## config.mk

```make
export PLATFORM = sky130hd
export DESIGN_NAME = ixt_step_top
export DESIGN_NICKNAME = d
export VERILOG_FILES = /design/src/rtl/ixt_pkg.sv /design/src/rtl/ixt_unpack.sv /design/src/rtl/ixt_select.sv /design/src/rtl/ixt_pack.sv /design/src/rtl/ixt_step_top.sv
export SDC_FILE = /design/constraint.sdc
export NUM_CORES = 1
export LEC_CHECK = 0
export ABC_AREA = 1
export ABC_CLOCK_PERIOD_IN_PS = 5900
export CELL_PAD_IN_SITES_DETAIL_PLACEMENT = 1
export CELL_PAD_IN_SITES_GLOBAL_PLACEMENT = 1
export CORE_ASPECT_RATIO = 1.1
export CORE_UTILIZATION = 32
export CTS_CLUSTER_SIZE = 8
export DETAILED_ROUTE_END_ITERATION = 10
export GPL_TIMING_DRIVEN = 0
export PLACE_DENSITY_LB_ADDON = 0.1
export RECOVER_POWER = 25
export SLEW_MARGIN = 5
export SYNTH_ARGS = -nofsm -noshare
export SYNTH_HDL_FRONTEND = slang
export SYNTH_SLANG_ARGS = --single-unit
```

## constraint.sdc

```tcl
create_clock -name clk -period 5.9 [get_ports clk]
set_input_delay 0.59 -clock clk [delete_from_list [all_inputs] [get_ports clk]]
set_output_delay 0.59 -clock clk [all_outputs]
set_load 0.01 [all_outputs]
```

## src/rtl/ixt_pkg.sv

```systemverilog
package ixt_pkg;

    // Outcome of one step: which candidate, if any, replaces the stored best
    typedef enum logic [1:0] {
        WIN_NONE = 2'd0,
        WIN_LO   = 2'd1,
        WIN_HI   = 2'd2
    } win_e;

    // Search direction
    typedef enum logic {
        DIR_MAX = 1'b0,
        DIR_MIN = 1'b1
    } dir_e;

    // True when a ranks ahead of b in direction dir; or_equal admits ties
    function automatic logic ranks_ahead(input logic signed [16:0] a,
                                         input logic signed [16:0] b,
                                         input dir_e dir,
                                         input logic or_equal);
        logic gt, eq;
        gt = (dir == DIR_MAX) ? (a > b) : (a < b);
        eq = (a == b);
        return gt | (or_equal & eq);
    endfunction

endpackage

```

## src/rtl/ixt_unpack.sv

```systemverilog
module ixt_unpack #(
    parameter int IDX_W   = 16,
    parameter int VAL_W   = 16,
    parameter int STATE_W = 64
) (
    input  logic [STATE_W-1:0] state_in,
    input  logic [2*VAL_W-1:0] pair_in,
    input  logic               signed_cmp,
    output logic [IDX_W-1:0]   pos,
    output logic [IDX_W-1:0]   best_pos,
    output logic [VAL_W-1:0]   best_val,
    output logic [VAL_W-1:0]   cand_lo,
    output logic [VAL_W-1:0]   cand_hi,
    output logic [VAL_W:0]     ext_best,
    output logic [VAL_W:0]     ext_lo,
    output logic [VAL_W:0]     ext_hi
);
    localparam int BEST_POS_LSB = IDX_W;
    localparam int BEST_VAL_LSB = 2 * IDX_W;

    assign pos      = state_in[IDX_W-1:0];
    assign best_pos = state_in[BEST_POS_LSB +: IDX_W];
    assign best_val = state_in[BEST_VAL_LSB +: VAL_W];
    assign cand_lo  = pair_in[VAL_W-1:0];
    assign cand_hi  = pair_in[VAL_W +: VAL_W];

    // One extra bit makes a single signed comparator serve both compare kinds
    assign ext_best = {signed_cmp & best_val[VAL_W-1], best_val};
    assign ext_lo   = {signed_cmp & cand_lo[VAL_W-1],  cand_lo};
    assign ext_hi   = {signed_cmp & cand_hi[VAL_W-1],  cand_hi};
endmodule

```

## src/rtl/ixt_select.sv

```systemverilog
module ixt_select
    import ixt_pkg::*;
#(
    parameter int VAL_W = 16
) (
    input  logic [VAL_W:0] ext_best,
    input  logic [VAL_W:0] ext_lo,
    input  logic [VAL_W:0] ext_hi,
    input  logic           find_min,
    output win_e           win
);
    dir_e dir;
    logic lo_over_hi, lo_over_best, hi_over_lo, hi_over_best;

    assign dir = find_min ? DIR_MIN : DIR_MAX;

    always_comb begin
        lo_over_hi   = ranks_ahead($signed(17'(ext_lo)), $signed(17'(ext_hi)),   dir, 1'b1);
        lo_over_best = ranks_ahead($signed(17'(ext_lo)), $signed(17'(ext_best)), dir, 1'b0);
        hi_over_lo   = ranks_ahead($signed(17'(ext_hi)), $signed(17'(ext_lo)),   dir, 1'b0);
        hi_over_best = ranks_ahead($signed(17'(ext_hi)), $signed(17'(ext_best)), dir, 1'b0);
        if (lo_over_hi && lo_over_best)
            win = WIN_LO;
        else if (hi_over_lo && hi_over_best)
            win = WIN_HI;
        else
            win = WIN_NONE;
    end
endmodule

```

## src/rtl/ixt_pack.sv

```systemverilog
module ixt_pack
    import ixt_pkg::*;
#(
    parameter int IDX_W   = 16,
    parameter int VAL_W   = 16,
    parameter int STATE_W = 64
) (
    input  win_e               win,
    input  logic [IDX_W-1:0]   pos,
    input  logic [IDX_W-1:0]   best_pos,
    input  logic [VAL_W-1:0]   best_val,
    input  logic [VAL_W-1:0]   cand_lo,
    input  logic [VAL_W-1:0]   cand_hi,
    input  logic [STATE_W-1:0] state_in,
    output logic [STATE_W-1:0] state_next
);
    localparam int USED_W = 2 * IDX_W + VAL_W;
    localparam int PAD_W  = STATE_W - USED_W;

    logic [IDX_W-1:0] new_best_pos;
    logic [VAL_W-1:0] new_best_val;
    logic [PAD_W-1:0] pad;

    always_comb begin
        unique case (win)
            WIN_LO: begin
                new_best_pos = pos;
                new_best_val = cand_lo;
            end
            WIN_HI: begin
                new_best_pos = IDX_W'(pos + IDX_W'(1));
                new_best_val = cand_hi;
            end
            default: begin
                new_best_pos = best_pos;
                new_best_val = best_val;
            end
        endcase
    end

    // Upper bits of the incoming state are discarded
    assign pad = state_in[STATE_W-1:USED_W] & {PAD_W{1'b0}};

    assign state_next = {pad, new_best_val, new_best_pos, IDX_W'(pos + IDX_W'(2))};
endmodule

```

## src/rtl/ixt_step_top.sv

```systemverilog
module ixt_step_top
    import ixt_pkg::*;
#(
    parameter int IDX_W   = 16,
    parameter int VAL_W   = 16,
    parameter int STATE_W = 64,
    parameter bit OUT_REG = 1'b1
) (
    input  logic                 clk,
    input  logic                 rst,
    input  logic                 find_min,
    input  logic                 signed_cmp,
    input  logic [STATE_W-1:0]   state_in,
    input  logic [2*VAL_W-1:0]   pair_in,
    output logic [STATE_W-1:0]   state_out
);
    logic [IDX_W-1:0]   pos, best_pos;
    logic [VAL_W-1:0]   best_val, cand_lo, cand_hi;
    logic [VAL_W:0]     ext_best, ext_lo, ext_hi;
    win_e               win;
    logic [STATE_W-1:0] state_next;

    ixt_unpack #(.IDX_W(IDX_W), .VAL_W(VAL_W), .STATE_W(STATE_W)) u_unpack (
        .state_in   (state_in),
        .pair_in    (pair_in),
        .signed_cmp (signed_cmp),
        .pos        (pos),
        .best_pos   (best_pos),
        .best_val   (best_val),
        .cand_lo    (cand_lo),
        .cand_hi    (cand_hi),
        .ext_best   (ext_best),
        .ext_lo     (ext_lo),
        .ext_hi     (ext_hi)
    );

    ixt_select #(.VAL_W(VAL_W)) u_select (
        .ext_best (ext_best),
        .ext_lo   (ext_lo),
        .ext_hi   (ext_hi),
        .find_min (find_min),
        .win      (win)
    );

    ixt_pack #(.IDX_W(IDX_W), .VAL_W(VAL_W), .STATE_W(STATE_W)) u_pack (
        .win        (win),
        .pos        (pos),
        .best_pos   (best_pos),
        .best_val   (best_val),
        .cand_lo    (cand_lo),
        .cand_hi    (cand_hi),
        .state_in   (state_in),
        .state_next (state_next)
    );

    generate
        if (OUT_REG) begin : g_reg
            logic [STATE_W-1:0] state_q;
            always_ff @(posedge clk) begin
                if (rst) state_q <= '0;
                else     state_q <= state_next;
            end
            assign state_out = state_q;
        end else begin : g_comb
            logic unused_clk;
            assign unused_clk = clk ^ rst;
            assign state_out  = state_next;
        end
    endgenerate
endmodule

```

# After elaboration in Yosys (flattened, before gate mapping)

Index checks and enable logic that the tools add are counted.

Logic and storage cells: 30
Bits of input ports: 100
Register bits after elaboration: 64
Output and inout bits: 64

Add/subtract/negate cells: 2
Bitwise operators: 4
Muxes and demuxes: 9
Reductions and logical operators: 2
$lt $le $gt $ge: 8
Equal/unequal tests: 3

Operators with widths:

| cell                                                                   | count |
|---|---|
| 17-bit greater-than comparator                                         | 4 |
| 17-bit < comparator                                                    | 4 |
| 16-bit one-hot mux with 2 select lines                                 | 2 |
| 17-bit equality test                                                   | 1 |
| 16-bit by 1-bit adder with 16-bit output (second input constant)       | 1 |
| 16-bit by 2-bit adder with 16-bit output (second input constant)       | 1 |
| 1-bit 2-to-1 mux                                                       | 5 |
| 2-bit 2-to-1 mux                                                       | 2 |
| 1-bit bitwise AND                                                      | 3 |
| 2-bit by 1-bit equality test with 1-bit output (second input constant) | 1 |
| 2-bit equality test (second input constant)                            | 1 |
| 1-bit logical AND                                                      | 2 |
| 1-bit bitwise OR                                                       | 1 |

# Depth between registers and ports, before layout

Depth in word-level cells: 8
Gate-level depth with buffers: 20
Mapped depth without buffers: 20

# Cells and area by module

Synthesis repeated with hierarchy kept, for this count alone.

Cell total of the unflattened synthesis: 884
Area total of the unflattened synthesis: 5,815.6 um^2

Modules (own cells, without submodules):

| module       | sequential area each (um^2) | instances | cells an instance | area an instance (um^2) |
|---|---|---|---|---|
| ixt_step_top | 1,281.2                     | 1         | 199               | 1,840.5 |
| ixt_select   | 0.0                         | 1         | 271               | 1,590.3 |
| ixt_pack     | 0.0                         | 1         | 280               | 1,401.3 |
| ixt_unpack   | 0.0                         | 1         | 134               | 983.4 |

# Worst setup path after synthesis

No wires, ideal clock.

Path kind: input to register
From: input pair_in[28]
To: register g_reg.state_q[20] (netlist: state_out[20])
Data arrival time: 2.183 ns
Slack: 3.600 ns
Required time: 5.783 ns
Buffers on the path: 1
Stages: 16
Library setup time: 0.117 ns
Cell sequence: inv_1 ha_1 a21o_1 nor2_1 nor2_1 nor2_1 nand2_1 nand2_1 nand2_1 nand2_1 inv_1 nand2_2 nand2_2 buf_4 o21ai_0 nor2_1

Longest elaborated chain between the ends: 7
Elaborated cells between the ends (all ways): 18
Those cells by class: order compare: 6; eq/ne: 3; mux: 6; bitwise: 1; reduce/logical: 2

Ends and longest elaborated chain:

| item                                                                                         | line                               | source |
|---|---|---|
| start: declaration                                                                           | ixt_step_top.sv:14                 | `input logic [2*VAL_W-1:0] pair_in,` |
| 17-bit greater-than comparator / 17-bit < comparator (equally long branches)                 | ixt_pkg.sv:22                      | `gt = (dir == DIR_MAX) ? (a > b) : (a < b);` |
| 1-bit 2-to-1 mux                                                                             | ixt_pkg.sv:22                      |  |
| 1-bit bitwise OR / 1-bit logical AND (equally long branches)                                 | ixt_pkg.sv:24, ixt_select.sv:24    |  |
| 1-bit logical AND / 2-bit 2-to-1 mux (equally long branches)                                 | ixt_select.sv:22, ixt_select.sv:24 |  |
| 2-bit 2-to-1 mux (*)                                                                         | ixt_select.sv:22                   | `if (lo_over_hi && lo_over_best)` |
| 2-bit equality test / 2-bit by 1-bit equality test with 1-bit output (equally long branches) | ixt_pack.sv:25                     | `unique case (win)` |
| 16-bit one-hot mux with 2 select lines (*)                                                   | ixt_pack.sv:25                     |  |
| end signal: assignment                                                                       | ixt_step_top.sv:61                 | `else state_q <= state_next;` |
| end: declaration                                                                             | ixt_step_top.sv:58                 | `logic [STATE_W-1:0] state_q;` |

Every way passes the cells marked *; elsewhere a longest branch is shown, timed or not.
A chain may end at the register's enable or synchronous reset.

# Worst setup path in the final report

From: input pair_in[20]
To: register g_reg.state_q[25] (netlist: state_out[25])

The elaborated chain is that of the path after synthesis.

==> run_results.csv <==
group,metric,value,unit
global_route,busiest_layer,"met2",
clock_tree,cts_buffer_depth,2,
final_layout,final_area,5843,sq um
clock_tree,cts_inserted_buffers,5,
setup_path,worstPathRequired,6.13,ns
final_layout,fillCellCount,1669,
synth,synth_edf_count,0,
pwr,p_comb_frac,0.438,
flow_run,drv_cap,0,
setup_path,start_kind,"primary input",
floorplan,fp.dieW,110.3,microns
synth,ys_warn_count,0,
synth,syn_area,4130,sq um
sta,hold_viol,0,
pwr,leakage,3.038,nW
final_layout,fin_util,0.4641,
clock_tree,cts_tree,"built",
sta,fmax,333.6,MHz
detailed_routing,routed_wl,14.24,mm
clock_tree,postCtsSetupBuffers,0,
synth,async_flop_share,0,
synth,synth.distinct_cells,28,
global_route,antenna_found_initial,0,
floorplan,start_util,0.3281,
sta,slew-limit-headroom,0.6232,
placed_design,hpwl,11.99,mm
pwr,seq_power_share,0.317,
detailed_routing,avgViaCountPerCell,4.917,
detailed_routing,drc_errors,0,
pwr,p_sw_frac,0.3527,
floorplan,num_rows,43,
pwr,p_int,760.8,uW
synth,syn_area_per_cell,6.403,sq um
global_route,grtUsageTotal,0.2214,
sta,rsz0062_at_grt,"no",
detailed_routing,wire_per_inst,14.89,microns
sta,fin_tns_setup,0,ns
status,status,"finished, final reports clean",
setup_path,end_kind,"flop",
final_layout,n_antenna_cell,0,
clock_tree,post_cts_resize_count,0,
floorplan,die-area,13370,sq um
placed_design,gp_congestion,0.8451,
clock_tree,clk_pin_slew,0.07,ns
global_route,first_global_vias,4821,
floorplan,top_level_ports,164,
pwr,ir_drop,0.0001273,V
sta,worst_pin_slew,0.5651,ns
clock_tree,clock_sinks,48,
synth,netlist_instances,645,
detailed_routing,dr_total_vias,4701,
floorplan,die_h,121.2,microns
global_route,use_met1,0.2549,
synth,ys_seq_area_frac,0.2327,
setup_path,cp_max_fo,10,
clock_tree,ctsHoldBuffers,0,
clock_tree,cts_root_buf,"clkbuf_16",
setup_path,cp.arrival,3.23,ns
final_layout,drive_above_1_share,0.06383,
final_layout,syn_to_final_growth,41.47,%
placed_design,placed_area,5694,sq um
global_route,use_met2,0.4231,
sta,finalCriticalPeriod,2.997,ns
setup_path,worstSetupPathType,"in -> reg",
final_layout,largest_reg_flops,48,
sta,setup_violations,0,
clock_tree,cts_htree_levels,2,
pwr,p_clk_frac,0.245,
detailed_routing,antenna_left,0,
detailed_routing,drt_iter0_markers,125,
detailed_routing,first_pass_iters,4,
sta,drv_slew,0,
synth,ys.flop_type,"dfxtp_1",
global_route,met3_usage,0.02363,
pwr,p_sw,414.6,uW
sta,hold_slack,0.9236,ns
pwr,power,1.175,mW
hold_path,hold_class,"in -> reg",
pwr,p_per_area,201.2,nW/um^2
synth,synth-seq-cells,48,
final_layout,final_net_count,948,
floorplan,core_area,12590,sq um
sta,period_share,0.5080,
global_route,grt_pass1_wl,23.08,mm
global_route,grt_max_degree,15,
global_route,globalRoute.totalOverflow,0,
placed_design,io_buffer_count,131,
[worst max-delay path, stage by stage]
cell	delay, ns
clkdlybuf4s50_1	0.51
inv_1	0.06
ha_1	0.28
nand2_1	0.12
inv_1	0.09
nand2_1	0.07
nand2_1	0.07
nand2_1	0.07
nand3_1	0.08
nand2_1	0.09
nand2_1	0.07
nand2_1	0.06
nand2_1	0.06
nand2_1	0.10
buf_2	0.25
buf_2	0.27
nand4_1	0.11
nand3_1	0.12
nand2_1	0.07
inv_1	0.08
[power groups by stage]
stage	combinational, mW	clock, mW	sequential (mW)
finish	0.515	0.288	0.373
global route	0.573	0.309	0.376
CTS	0.526	0.297	0.374
detailed placement	0.524	0	0.382
global placement	0.509	0	0.381
floorplan	0.265	0	0.401
[placed cells by master, fill, tap and decap left out]
cell type        instances
a21o_1                   4
a21oi_1                 33
a21oi_4                  1
a31oi_1                  1
and3_1                   1
buf_1                    3
buf_2                   10
buf_4                   18
buf_6                    6
clkbuf_1                 1
clkbuf_16                5
clkbuf_8                 1
clkdlybuf4s50_1        108
clkinv_2                 2
conb_1                  16
dfxtp_1                 48
dlygate4sd3_1           23
ha_1                    50
inv_1                  106
nand2_1                130
nand2_2                  4
nand3_1                 94
nand3_2                  2
nand3b_1                 7
nand4_1                 24
nor2_1                  65
nor2_2                   2
nor3_1                   7
nor4_1                   2
o21ai_0                 18
o21ai_1                  3
xnor2_1                  1
xor2_1                   3
[metal layers]
metal	wire (microns)	vias up
met3	524	13
met5	0	-
met1	5939	2225
met2	7558	101
li1	-	2362
met4	216	0
[path summary, 6_finish.rpt]
check,from,cells after the start,endpoint
setup / recovery,pair_in[20],20,state_out[25]
hold / removal,state_in[19],3,state_out[19]
[cell usage after synthesis (2+ instances only)]
library cell	count	area [sq um]
nor2_1	65	244.0
o21ai_0	18	90.09
nand2_1	130	488.0
nor3_1	7	35.03
dfxtp_1	48	960.9
buf_1	3	11.26
o21ai_1	3	15.01
ha_1	50	625.6
nand3_2	2	20.02
inv_1	106	397.9
buf_4	18	135.1
nand3b_1	7	52.55
nor2_2	2	12.51
nand3_1	94	470.5
a21o_1	4	30.03
nand2_2	4	25.02
a21oi_1	33	165.2
xor2_1	3	26.28
nand4_1	24	150.1
buf_2	10	50.05
buf_6	6	67.56
nor4_1	2	12.51
[through the flow]
| step | setup slack (ns) | std cells |
|---|---|---|
| global placement | 2.673 | 948 |
| detailed placement | 2.602 | 948 |
| finish | 2.903 | 956 |
| CTS | 2.897 | 956 |
| global route | 2.677 | 956 |
| floorplan | 3.600 | 660 |
[cell type report]
cell class	instances	area (sq um)	area share
multi-input combinational	468	2560	0.4381
timing repair buffer	131	1311	0.2244
sequential	48	960.9	0.1645
inverter	106	397.9	0.06809
buffer	38	267.8	0.04582
tap	157	196.4	0.03362
clock buffer	6	138.9	0.02377
clock inverter	2	10.01	0.001713
[cells by family after synthesis]
kind of cell               Yosys count  synth area share
xor gates and xnor gates             4          0.008484
AOI/OAI and AO/OA                   60           0.07816
buffers and inverters              144            0.1612
other                                1         0.0009079
DFF                                 48            0.2327
and+or+nand+nor                    338            0.3672
adders and majority gates           50            0.1515
No activity file was read; power rests on OpenSTA's default activity.
